## src/rtl/idle_seq_pkg.sv

```systemverilog
package idle_seq_pkg;

    typedef enum logic [2:0] {
        ST_RUN   = 3'd0,
        ST_C1    = 3'd1,
        ST_ENTER = 3'd2,
        ST_IN2   = 3'd3,
        ST_IN3   = 3'd4,
        ST_EXIT  = 3'd5
    } seq_state_e;

    localparam logic [2:0] CODE_RUN   = 3'd0;
    localparam logic [2:0] CODE_C1    = 3'd1;
    localparam logic [2:0] CODE_C2    = 3'd2;
    localparam logic [2:0] CODE_C3    = 3'd3;
    localparam logic [2:0] CODE_TRANS = 3'd4;

    localparam int CAP_W = 3;

    typedef struct packed {
        logic allow_c2;
        logic allow_c3;
    } permit_t;

    function automatic logic [2:0] state_to_code(input seq_state_e s);
        case (s)
            ST_RUN:  return CODE_RUN;
            ST_C1:   return CODE_C1;
            ST_IN2:  return CODE_C2;
            ST_IN3:  return CODE_C3;
            default: return CODE_TRANS;
        endcase
    endfunction

endpackage

```

## src/rtl/cap_reduce.sv

```systemverilog
module cap_reduce
    import idle_seq_pkg::*;
#(
    parameter int N_CPU = 2
) (
    input  logic [N_CPU*CAP_W-1:0] cap_mask,
    output permit_t                permit
);
    logic [N_CPU-1:0] same;

    generate
        for (genvar i = 0; i < N_CPU; i++) begin : g_cmp
            assign same[i] = (cap_mask[i*CAP_W +: CAP_W] == cap_mask[0 +: CAP_W]);
        end
    endgenerate

    always_comb begin
        permit.allow_c2 = (&same) & cap_mask[1];
        permit.allow_c3 = (&same) & cap_mask[2];
    end
endmodule

```

## src/rtl/cpu_idle_fsm.sv

```systemverilog
module cpu_idle_fsm
    import idle_seq_pkg::*;
(
    input  logic       clk,
    input  logic       rst,
    input  permit_t    permit,
    input  logic       rd_lvl2,
    input  logic       rd_lvl3,
    input  logic       halt,
    input  logic       irq_pend,
    input  logic       wake_evt,
    input  logic       wake_en,
    input  logic       snoop_req,
    input  logic       stpclk_ack,
    output logic       stpclk_req,
    output logic       snoop_ok,
    output logic [2:0] code
);
    seq_state_e st, st_nx;
    logic       tgt_c3, tgt_c3_nx;
    logic       wake;
    logic       want2, want3;

    assign wake  = irq_pend | (wake_evt & wake_en);
    assign want2 = rd_lvl2 & permit.allow_c2;
    assign want3 = rd_lvl3 & permit.allow_c3;

    always_comb begin
        st_nx     = st;
        tgt_c3_nx = tgt_c3;
        case (st)
            ST_RUN: begin
                if (halt) begin
                    st_nx = ST_C1;
                end else if (want3) begin
                    st_nx     = ST_ENTER;
                    tgt_c3_nx = 1'b1;
                end else if (want2) begin
                    st_nx     = ST_ENTER;
                    tgt_c3_nx = 1'b0;
                end
            end
            ST_C1:    if (!halt) st_nx = ST_RUN;
            ST_ENTER: begin
                if (wake)            st_nx = ST_EXIT;
                else if (stpclk_ack) st_nx = tgt_c3 ? ST_IN3 : ST_IN2;
            end
            ST_IN2, ST_IN3: if (wake) st_nx = ST_EXIT;
            ST_EXIT:  if (!stpclk_ack) st_nx = ST_RUN;
            default:  st_nx = ST_RUN;
        endcase
    end

    always_ff @(posedge clk) begin
        if (rst) begin
            st     <= ST_RUN;
            tgt_c3 <= 1'b0;
        end else begin
            st     <= st_nx;
            tgt_c3 <= tgt_c3_nx;
        end
    end

    assign stpclk_req = (st == ST_ENTER) || (st == ST_IN2) || (st == ST_IN3);
    assign snoop_ok   = snoop_req && (st != ST_IN3);
    assign code       = state_to_code(st);

    logic deep;
    assign deep = (st == ST_IN2) || (st == ST_IN3);

    AST_ENTRY_NEEDS_ACK: assert property (@(posedge clk) disable iff (rst)
        (deep && $past(st) == ST_ENTER) |-> $past(stpclk_ack));
    AST_RUN_AFTER_ACK_LOW: assert property (@(posedge clk) disable iff (rst)
        (st == ST_RUN && $past(st) == ST_EXIT) |-> !$past(stpclk_ack));
    AST_WAKE_LEAVES_IDLE: assert property (@(posedge clk) disable iff (rst)
        (deep && wake) |=> (code == CODE_TRANS && !stpclk_req));
    AST_SNOOP_KEEPS_C2: assert property (@(posedge clk) disable iff (rst)
        (st == ST_IN2 && snoop_req && !wake) |=> st == ST_IN2);
    AST_DENIED_STAYS_RUN: assert property (@(posedge clk) disable iff (rst)
        (st == ST_RUN && !halt && !permit.allow_c2 && !permit.allow_c3) |=> st == ST_RUN);
    AST_BUSY_DROPS_CMD: assert property (@(posedge clk) disable iff (rst)
        (st == ST_ENTER && !wake && !stpclk_ack) |=> (st == ST_ENTER && $stable(tgt_c3)));
    AST_ABORT_ON_WAKE: assert property (@(posedge clk) disable iff (rst)
        (st == ST_ENTER && wake) |=> st == ST_EXIT);
endmodule

```

## src/rtl/idle_seq_top.sv

```systemverilog
module idle_seq_top
    import idle_seq_pkg::*;
#(
    parameter int N_CPU   = 2,
    parameter int RDATA_W = 8
) (
    input  logic                   clk,
    input  logic                   rst,
    input  logic [N_CPU*CAP_W-1:0] cap_mask,
    input  logic [N_CPU-1:0]       rd_lvl2,
    input  logic [N_CPU-1:0]       rd_lvl3,
    input  logic [N_CPU-1:0]       halt,
    input  logic [N_CPU-1:0]       irq_pend,
    input  logic [N_CPU-1:0]       wake_evt,
    input  logic [N_CPU-1:0]       wake_en,
    input  logic [N_CPU-1:0]       snoop_req,
    input  logic [N_CPU-1:0]       stpclk_ack,
    output logic [N_CPU-1:0]       stpclk_req,
    output logic [N_CPU-1:0]       snoop_ok,
    output logic [N_CPU*3-1:0]     state_code,
    output logic [RDATA_W-1:0]     cmd_rdata
);
    permit_t permit;

    cap_reduce #(.N_CPU(N_CPU)) u_cap (
        .cap_mask (cap_mask),
        .permit   (permit)
    );

    generate
        for (genvar i = 0; i < N_CPU; i++) begin : g_cpu
            cpu_idle_fsm u_fsm (
                .clk        (clk),
                .rst        (rst),
                .permit     (permit),
                .rd_lvl2    (rd_lvl2[i]),
                .rd_lvl3    (rd_lvl3[i]),
                .halt       (halt[i]),
                .irq_pend   (irq_pend[i]),
                .wake_evt   (wake_evt[i]),
                .wake_en    (wake_en[i]),
                .snoop_req  (snoop_req[i]),
                .stpclk_ack (stpclk_ack[i]),
                .stpclk_req (stpclk_req[i]),
                .snoop_ok   (snoop_ok[i]),
                .code       (state_code[i*3 +: 3])
            );
        end
    endgenerate

    assign cmd_rdata = '0;
endmodule

```

## config.mk

```make
export PLATFORM = sky130hd
export DESIGN_NAME = idle_seq_top
export DESIGN_NICKNAME = d
export VERILOG_FILES = /design/src/rtl/idle_seq_pkg.sv /design/src/rtl/cap_reduce.sv /design/src/rtl/cpu_idle_fsm.sv /design/src/rtl/idle_seq_top.sv
export SDC_FILE = /design/constraint.sdc
export NUM_CORES = 1
export LEC_CHECK = 0
export BUFFER_PORTS_ARGS = -buffer_cell sky130_fd_sc_hd__buf_2
export CAP_MARGIN = 20
export CORE_MARGIN = 3
export CORE_UTILIZATION = 30
export DETAILED_ROUTE_END_ITERATION = 16
export PLACE_DENSITY_LB_ADDON = 0.1
export SLEW_MARGIN = 20
export SYNTH_ARGS = -nofsm -noshare
export SYNTH_HDL_FRONTEND = slang
export SYNTH_HIERARCHICAL = 1
export SYNTH_SLANG_ARGS = --single-unit
```

## constraint.sdc

```tcl
create_clock -name clk -period 2.1 [get_ports clk]
set_input_delay 0.525 -clock clk [delete_from_list [all_inputs] [get_ports clk]]
set_output_delay 0.525 -clock clk [all_outputs]
set_load 0.005 [all_outputs]
```

; ---- Yosys cells after proc, flatten, opt, wreduce, memory -nomap -nowiden
; Cells that the tools add are included.
[totals]
reg_bits = 8
latchBits = 0
mem_bits_rw = 0
romBits = 0
in_bits = 24
out_inout_bits = 18
word_cells = 81
mem_count = 0
[classes]
addsub = 0
mul = 0
div = 0
order_cmp = 0
eq_ne = 23
n_shift = 0
muxes = 26
bitwise = 12
reduce_logical = 16
[ops]
columns = op, count
row1 = 2-to-1 mux 3 bit, 18
row2 = case mux 3 bit (5 select lines), 2
row3 = case mux 3 bit (4 select lines), 2
row4 = "== test 3 x 2 -> 1 bit, second input constant", 4
row5 = "== test 3 bit, second input constant", 4
row6 = AND reduction 5 bit, 2
row7 = bitwise AND 1 bit, 8
row8 = "!= test 2 bit, second input constant", 4
row9 = "!= test 4 x 2 -> 1 bit, second input constant", 2
row10 = "== test 3 x 1 -> 1 bit, second input constant", 2
row11 = logical NOT 3 bit, 2
row12 = "!= test 3 x 2 -> 1 bit, second input constant", 2
row13 = "!= test 3 bit, second input constant", 2
row14 = AND reduction 3 bit, 2
row15 = logical OR 1 bit, 4
row16 = 2-to-1 mux 1 bit, 4
row17 = "!= test 2 x 1 -> 1 bit, second input constant", 2
row18 = nonzero test 2 bit, 2
row19 = OR reduction 2 bit, 2
row20 = == test 3 bit, 1
row21 = logical AND 1 bit, 2
row22 = inverter 1 bit, 2
row23 = bitwise OR 1 bit, 2

; ---- Longest topological paths before layout
; Gate-level depths: netlist (run 1).
[depth]
ltp_word = 7
ltp_mapped = 6
mapped_depth_nobuf = 6

; ---- Modules after synthesis
; The synthesis (run 1) kept the hierarchy.
[modules_own_cells]
columns = mod, instances, cells_each, area_per_inst_um2, seq_area_each_um2
row1 = cpu_idle_fsm, 2, 42, 380.4, 80.1
row2 = idle_seq_top, 1, 9, 63.8, 0.0
row3 = cap_reduce, 1, 7, 53.8, 0.0

; ---- Least setup slack after synthesis (run 1)
; No wires, ideal clock.
[synth_path]
path_kind = input -> register
start = input port cap_mask[0]
end = register g_cpu[0].u_fsm.st[0]
setup_ns = 0.086
t_arrival_ns = 1.673
t_required_ns = 2.014
path_slack_ns = 0.341
stages = 6
n_path_buf = 0
path_cell_list = xor2_1 > nor3_2 > a22o_1 > o32ai_4 > a21o_2 > a221oi_2
[synth_rtl]
columns = element, line
row1 = from (decl), idle_seq_top.sv:9  ; input logic [N_CPU*CAP_W-1:0] cap_mask,
row2 = to (signal assigned), cpu_idle_fsm.sv:59  ; st <= st_nx;
row3 = to (decl), cpu_idle_fsm.sv:19  ; seq_state_e st, st_nx;

; ---- Worst setup path in the final report (run 1)
[layout_path]
start = register g_cpu[1].u_fsm.st[2]
end = output port snoop_ok[1]
[layout_between]
elab_chain_len = 2
[layout_rtl]
columns = element, line
row1 = from (decl), cpu_idle_fsm.sv:19
row2 = from (signal assigned), cpu_idle_fsm.sv:59
row3 = != test 3 bit, cpu_idle_fsm.sv:65  ; assign snoop_ok = snoop_req && (st != ST_IN3);
row4 = logical AND 1 bit, cpu_idle_fsm.sv:65
row5 = to (decl), idle_seq_top.sv:19  ; output logic [N_CPU-1:0] snoop_ok,
; Every way passes these cells.

==> results of run 1 <==
[cell usage after synthesis, types with 3 or more instances]
| cell type | instances |
|---|---|
| buf_4 | 8 |
| dfxtp_1 | 8 |
| a211oi_1 | 6 |
| nand2_1 | 6 |
| nand2b_1 | 4 |
| nor2_1 | 6 |
| inv_1 | 6 |
| o32ai_1 | 4 |
| xor2_1 | 3 |
[through the flow]
step,cells,power [W],cell area (um^2),utilization
3_5_place_dp,158,0.0009996,1015,0.3851
5_1_grt,161,0.001232,1037,0.3936
3_3_place_gp,158,0.001002,1015,0.3851
2_1_floorplan,107,0.0008418,904.6,-
6_report,161,0.001123,1037,0.3936
4_1_cts,161,0.001126,1037,0.3936
[power by group]
part / internal [W] / switching, W / leakage (nW)
Combinational: 0.000340 / 0.000350 / 0.347
Sequential: 0.000198 / 0.000111 / 0.0654
Clock: 0.0000656 / 0.0000578 / 0.0138
[worst max-delay path: stages, from the launching register on]
cell and delay [ns]:
dfxtp_1 0.50, or3b_1 0.44, and2_1 0.17, buf_2 0.12
[area by class of cell]
type                       count  area [um^2]
clock buffer                   3        22.52
inverter                       6        22.52
fill                         284         1598
multi-input combinational     81        629.4
timing repair buffer          33        165.2
tap                           30        37.54
sequential                     8        160.2
[registers in the layout (all words and copies together) (netlist names)]
name and count:
g_cpu.u_fsm/st 6, g_cpu.u_fsm/tgt_c3 2
[routing by layer]
| metal | share of wire | global-route usage | vias up | routed length, um |
|---|---|---|---|---|
| met1 | 0.51 | 0.1635 | 361 | 1006 |
| met5 | 0 | 0 | - | 0 |
| li1 | - | - | 429 | - |
| met4 | 0 | 0.009494 | 0 | 0 |
| met2 | 0.42 | 0.1759 | 29 | 818 |
| met3 | 0.069 | 0.04104 | 0 | 135 |
[worst max-delay path by stage]
stage                               from                    to  slack [ns]
finish              g_cpu[1].u_fsm/st[2]           snoop_ok[1]        0.09
CTS                 g_cpu[1].u_fsm/st[2]           snoop_ok[1]        0.08
global route        g_cpu[1].u_fsm/st[2]           snoop_ok[1]       0.006
floorplan                    cap_mask[0]  g_cpu[0].u_fsm/st[0]        0.34
global placement             cap_mask[0]  g_cpu[1].u_fsm/st[0]        0.09
detailed placement           cap_mask[0]  g_cpu[1].u_fsm/st[0]        0.08
[cells in the final DEF (no fill, tap or decap), types with 3 or more instances in the layout]
master     n
a211oi_1   6
nand2_1    6
o32ai_1    4
conb_1     8
dfxtp_1    8
xor2_1     3
buf_2     33
nand2b_1   4
clkbuf_4   3
inv_1      6
nor2_1     6
[cell families (layout without fill, tap and decap cells)]
family,count (synthesis),in the layout,synth area share
DFF,8,8,0.1823
buffers and inverters,18,42,0.1311
and+or+nand+nor,32,32,0.2222
muxes,4,4,0.04843
AOI/OAI and AO/OA,32,32,0.3618
other,1,8,0.004269
xor gates and xnor gates,5,5,0.04987
==> impl_metrics.ini, run 1 <==
[global_routing]
grt_overflow = 0
gr-usage-all-layers = 0.1161
grt_max_degree = 13
grt_pass1_wl_um = 3298
antenna_found_initial = 0
grt_pass1_vias = 748

[critical_path]
worst_setup_path_end_kind = output pin
crit_path_max_fanout = 8
crit_type = reg2out
r2r-start = g_cpu[1].u_fsm/st[2]
start_kind = flip-flop
reg2reg_to = g_cpu[1].u_fsm/st[0]
cp_data_arrival_time_ns = 1.49
rrSetupSlack_ns = 0.46
reg2regPathDepth = 4
critPathRequiredTime_ns = 1.57

[place]
hpwlAfterDp_um = 1577
post-place-ws_ns = 0.07759
numPortBuffers = 33
gp_congestion = 0.8151

[logic_synthesis]
ys_top_cells_by_area = dfxtp_1, buf_4, o32ai_4
synth_cell_type_count = 34
syn_inst = 100
synth_flop_cell = dfxtp_1
yosysWarnings = 6
syn-cell-area_um2 = 878.3
async_flop_share = 0
synth-seq-cells = 8
synth_edf_count = 0
ys_seq_area_frac = 0.1823
postSynthAreaPerCell_um2 = 8.783
synth_top_area_frac = 0.1823
yosys.area.top_type = dfxtp_1

[timing]
rsz0062_at_grt = no
setup_violations = 0
clock_skew_ns = 0.01649
fin_crit_sh = 0.9594
maxClockFrequency_ghz = 0.4964
fin_crit_ns = 2.015
finalHoldViolCount = 0
fin_setup_tns_ns = 0
whs_ns = 0.5139
slew_violations = 0
layout_setup_ws_ns = 0.08531

[clock_network]
worstSkewPairLatency_ns = 0.26
postCtsSetupBuffers = 0
h-tree-depth = 1
cts.repair.resized = 0
cts.sinks = 8
path_clk_slew_ns = 0.07
hold_buffers = 0
cts_tree = built
clock_path_buffers = 2
cts_root_buf = clkbuf_4
cts_buffers = 3

[worst_hold_path]
worstHoldEndpoint = g_cpu[0].u_fsm/tgt_c3
hp-start = g_cpu[0].u_fsm/tgt_c3
hold_class = reg2reg
whs_path_depth = 2

[die]
num_rows = 18
die_w_um = 60.11
start_util = 0.3333
die_h_um = 60.11
io_pins = 42
fp.dieArea_um2 = 3613
core_area_um2 = 2635

[layout]
syn_to_final_growth_pct = 18.09
final_layout_size_suffix_gt1_frac = 0.3817
diodes = 0
fin_nets = 157

[route]
antenna_left = 0
wirelength_um = 1960
avgViaCountPerCell = 5.087
drt_iter0_markers = 11
drt-wirelength-per-cell_um = 12.17
dr.pass1.iters = 4
vias = 819
drc = 0

[pwr]
power.density_nw_per_um2 = 1082
vdd_drop_max_mv = 0.5587
leakagePower_nw = 0.4264

[flow_run]
max_cap_viol_count = 0

[run_status]
outcome = complete, no violations
Note: power is estimated with default switching activity, not from simulation.
==> inputs of run 2 (changes only) <==
RECOVER_POWER = 100   (was unset)
==> run 2 against run 1 <==
- clock skew fell by 0.0063 ns
- die area unchanged
- first-iteration DRC count increased by 9.1%
- worst setup slack better by 0.021 ns
- sequential power down 3%
- clock power decreased by 4%
- critical path depth stayed put
- count of clock-buffer cells in the layout unchanged
- total power is 10% lower
- critical path type unchanged
- largest cell class unchanged
==> impl_metrics.ini, run 2 (synthesis results as in run 1) <==
[run_status]
outcome = complete, no violations

[route]
avgViaCountPerCell = 5.081
wirelength_um = 1962
antenna_left = 0
drt_iter0_markers = 12
drc = 0
vias = 818
drt-wirelength-per-cell_um = 12.19
dr.pass1.iters = 4

[place]
gp_congestion = 0.8151
placed_cell_area_um2 = 1015
hpwlAfterDp_um = 1577
numPortBuffers = 33

[global_routing]
grt-busiest-layer = met2
use_met1 = 0.1635
grt_pass1_wl_um = 3298
met3_usage = 0.04104
grt_pass1_vias = 748
antenna_found_initial = 0
gr-usage-all-layers = 0.1161
grt_overflow = 0
grt_max_degree = 13
grt_use_met2 = 0.1759

[clock_network]
cts.repair.resized = 0
clock_path_buffers = 2
hold_buffers = 0
cts.sinks = 8
postCtsSetupBuffers = 0
worstSkewPairLatency_ns = 0.25
cts_buffers = 3
cts_tree = built
h-tree-depth = 1
path_clk_slew_ns = 0.06
cts_root_buf = clkbuf_4

[timing]
fin_crit_sh = 0.9496
fin_crit_ns = 1.994
finalHoldViolCount = 0
tightest_slew_ns = 0.5641
slew_violations = 0
fin_setup_tns_ns = 0
rsz0062_at_grt = no
maxClockFrequency_ghz = 0.5015
setup_violations = 0
relSlewSlack = 0.6228
clock_skew_ns = 0.01018

[layout]
reg_top3 = g_cpu.u_fsm/st x6, g_cpu.u_fsm/tgt_c3 x2
final_common_cell = buf_2
final_area_um2 = 972.2
fin_nets = 157
mostFrequentLayoutCells = buf_2, conb_1, dfxtp_1, clkbuf_1
diodes = 0
nFillCells = 299
largest-register = g_cpu.u_fsm/st
syn_to_final_growth_pct = 10.68
final_layout_size_suffix_gt1_frac = 0.2824
largest_reg_flops = 6

[pwr]
leakagePower_nw = 0.3879
vdd_drop_max_mv = 0.4941
total_power_w = 0.001007
power.density_nw_per_um2 = 1035

[die]
fp.dieArea_um2 = 3613
start_util = 0.3333
die_w_um = 60.11
io_pins = 42
num_rows = 18
die_h_um = 60.11
core_area_um2 = 2635

[critical_path]
critPathRequiredTime_ns = 1.57
cp_data_arrival_time_ns = 1.47
worst_setup_path_end_kind = output pin
start_kind = flip-flop
crit_type = reg2out
crit_path_max_fanout = 8

[worst_hold_path]
hold_class = reg2reg

[flow_run]
max_cap_viol_count = 0
[run 2: cell types whose count changed in the layout (fill, tap and decap cells not counted)]
| cell | previous run | this run |
|---|---|---|
| buf_2 | 33 | 26 |
| clkbuf_1 | 0 | 7 |
| o32ai_1 | 4 | 6 |
| o32ai_4 | 2 | 0 |
| or4_1 | 0 | 2 |
| or4_4 | 2 | 0 |
| a221oi_1 | 0 | 1 |
| a221oi_2 | 2 | 1 |
| and2_0 | 0 | 1 |
| and2_1 | 2 | 1 |
| nor3_1 | 2 | 3 |
| nor3_2 | 2 | 1 |
[run 2: final timing paths]
| check | from | to | slack, ns | cells past startpoint |
|---|---|---|---|---|
| setup / recovery | g_cpu[1].u_fsm/st[2] | snoop_ok[1] | 0.11 | 3 |
| hold / removal | g_cpu[0].u_fsm/tgt_c3 | g_cpu[0].u_fsm/tgt_c3 | 0.51 | 2 |
| setup reg to reg | g_cpu[1].u_fsm/st[2] | g_cpu[1].u_fsm/st[0] | 0.28 | 4 |
| hold reg to reg | g_cpu[0].u_fsm/tgt_c3 | g_cpu[0].u_fsm/tgt_c3 | 0.51 | 2 |
[run 2: cell type report]
class,instances,area (um^2),area share
clock buffers,3,22.52,0.02317
inverters,6,22.52,0.02317
multi-input cells,81,573.1,0.5894
flip-flops and latches,8,160.2,0.1647
well taps,30,37.54,0.03861
repair buffers,33,156.4,0.1609
[run 2: per-stage QoR]
| stage | setup WS (ns) | hold WS (ns) | utilization | std cells |
|---|---|---|---|---|
| finish | 0.1059 | 0.5067 | 0.3689 | 161 |
| global route | 0.01193 | 0.5423 | 0.3689 | 161 |
| CTS | 0.08034 | 0.5054 | 0.3936 | 161 |
| detailed placement | 0.07759 | 0.4954 | 0.3851 | 158 |
| global placement | 0.09491 | 0.4960 | 0.3851 | 158 |
| floorplan | 0.3410 | 0.4616 | - | 107 |
[run 2: worst max-delay path, cell delays in order (launching register included)]
cell	delay, ns
dfxtp_1	0.49
or3b_1	0.44
and2_1	0.17
buf_2	0.12
[run 2: report_power, final]
part	internal, W	total [W]	switching (W)
Clock	0.0000654	0.000118	0.0000524
Combinational	0.000272	0.000590	0.000318
Sequential	0.000198	0.000299	0.000101
Total	0.000535	0.00101	0.000471
[run 2: per-layer routing]
metal	up-vias	share of wire
li1	430	-
met1	359	0.51
met2	29	0.42
met3	0	0.069
met4	0	0
met5	-	0
==> inputs of run 3 (changes only) <==
PLACE_DENSITY_LB_ADDON = 0.08   (was 0.1)
TNS_END_PERCENT = 10   (was unset)
==> run 3 against run 2 <==
- non-clock buffer count grew 1
- first-iteration DRC count increased by 120%
- clock power up 5%
- sequential power decreased by 2%
- core utilization rose by 0.62 points
- sequential share of layout area decreased by 0.14 points
- global-route usage up 1.1 points
- cell area rose by 1.7%
- sequential cell count unchanged
- critical endpoint is now snoop_ok[0]
- largest power group unchanged
==> impl_metrics.ini, run 3 (synthesis results as in run 1) <==
[die]
fp.dieArea_um2 = 3613
die_w_um = 60.11
core_area_um2 = 2635
start_util = 0.3333
die_h_um = 60.11
io_pins = 42
num_rows = 18

[layout]
final_common_cell = buf_2
reg_top3 = g_cpu.u_fsm/st x6, g_cpu.u_fsm/tgt_c3 x2
largest-register = g_cpu.u_fsm/st
mostFrequentLayoutCells = buf_2, conb_1, clkbuf_1, dfxtp_1
multiInputGateArea_um2 = 584.3
fin_nets = 158
largest_reg_flops = 6
nFillCells = 291
final_area_um2 = 988.4
utilization = 0.3751
final_layout_size_suffix_gt1_frac = 0.3030
seq_area_um2 = 161.4
syn_to_final_growth_pct = 12.54
diodes = 0

[route]
vias = 825
antenna_left = 0
drt_iter0_markers = 26
drc = 0
wirelength_um = 2112
avgViaCountPerCell = 5.093
dr.pass1.iters = 4
drt-wirelength-per-cell_um = 13.04

[clock_network]
path_clk_slew_ns = 0.06
cts_tree = built
cts_buffers = 3
worstSkewPairLatency_ns = 0.26
cts.repair.resized = 0
cts.sinks = 8
cts_root_buf = clkbuf_4
hold_buffers = 0
postCtsSetupBuffers = 0
clock_path_buffers = 2
h-tree-depth = 1

[pwr]
intPower_w = 0.0005485
pwr-share-comb = 0.603
swShare = 0.4768
leakagePower_nw = 0.3944
p_sw_w = 0.0004998
clkPwrFrac = 0.118
power_frac_seq = 0.279
power.density_nw_per_um2 = 1061
vdd_drop_max_mv = 0.3863

[global_routing]
grt_pass1_vias = 795
grt_max_degree = 13
grt_overflow = 0
grt_pass1_wl_um = 3512
antenna_found_initial = 0
gr-usage-all-layers = 0.1272

[timing]
fin_setup_tns_ns = 0
fin_crit_ns = 1.969
whs_ns = 0.5081
setup_violations = 0
relSlewSlack = 0.5968
rsz0062_at_grt = no
slew_violations = 0
clock_skew_ns = 0.01167
maxClockFrequency_ghz = 0.5079
finalHoldViolCount = 0
tightest_slew_ns = 0.6029
fin_crit_sh = 0.9375

[critical_path]
cpPeakStageDelay_ns = 0.47
r2r-start = g_cpu[1].u_fsm/st[1]
start_kind = flip-flop
path_buf_inv = 1
critPathTopFamily = simple AND/OR/NAND/NOR gates
crit_type = reg2out
critPathRequiredTime_ns = 1.57
worst_setup_path_end_kind = output pin
crit_path_max_fanout = 8
crit_slowest_cell = dfxtp_1
startpoint = g_cpu[0].u_fsm/st[2]
cp_data_arrival_time_ns = 1.44
path_cells = or3b_1, and2_1, clkbuf_1

[worst_hold_path]
hold_class = reg2reg
hp-start = g_cpu[1].u_fsm/tgt_c3

[flow_run]
max_cap_viol_count = 0

[place]
numPortBuffers = 33
gp_congestion = 0.8308
hpwlAfterDp_um = 1671
placed_cell_area_um2 = 1022

[run_status]
outcome = complete, no violations
[run 3: cell types whose count changed in the layout (fill, tap and decap cells not counted), sizes merged]
cell and change:
clkbuf +1
[run 3: worst paths after layout]
| check | end | slack (ns) | depth (start not counted) |
|---|---|---|---|
| setup / recovery | snoop_ok[0] | 0.13 | 3 |
| hold / removal | g_cpu[1].u_fsm/tgt_c3 | 0.51 | 2 |
| setup reg to reg | g_cpu[1].u_fsm/st[0] | 0.14 | 5 |
| hold reg to reg | g_cpu[1].u_fsm/tgt_c3 | 0.51 | 2 |
[run 3: per-layer routing]
layer  vias to the layer above  track usage  wire length, um
li1                        429            -                -
met1                       365       0.1867             1066
met2                        29       0.1836              898
met3                         2      0.03240              140
met4                         0      0.02848                6
met5                         -            0                0
[run 3: final cells by class]
class	instances	area share
Clock buffer	3	0.02278
Inverter	6	0.02278
Multi-Input combinational cell	81	0.5911
Sequential cell	8	0.1633
Tap cell	30	0.03797
Timing Repair Buffer	34	0.1620
[run 3: power by group through the flow]
stage / Combinational, W / Sequential (W) / Clock (W)
after CTS: 0.000721 / 0.000298 / 0.000133
after global routing: 0.000710 / 0.000306 / 0.000140
after detailed placement: 0.000718 / 0.000302 / 0
after global placement: 0.000715 / 0.000300 / 0
after floorplan: 0.000605 / 0.000237 / 0
final: 0.000632 / 0.000292 / 0.000124
[run 3: stage by stage]
stage,std cells,power [W],worst slack [ns]
floorplan,107,0.0008418,0.3410
global placement,159,0.001015,0.09885
detailed placement,159,0.001020,0.05909
CTS,162,0.001152,0.07456
global route,162,0.001156,0.03245
finish,162,0.001048,0.1313
[run 3: worst register-to-register path: stages (launching register included)]
cell and delay [ns]:
dfxtp_1 0.34, clkbuf_1 0.17, or4_1 0.61, o32ai_1 0.35, a211oi_1 0.13, a221oi_2 0.28
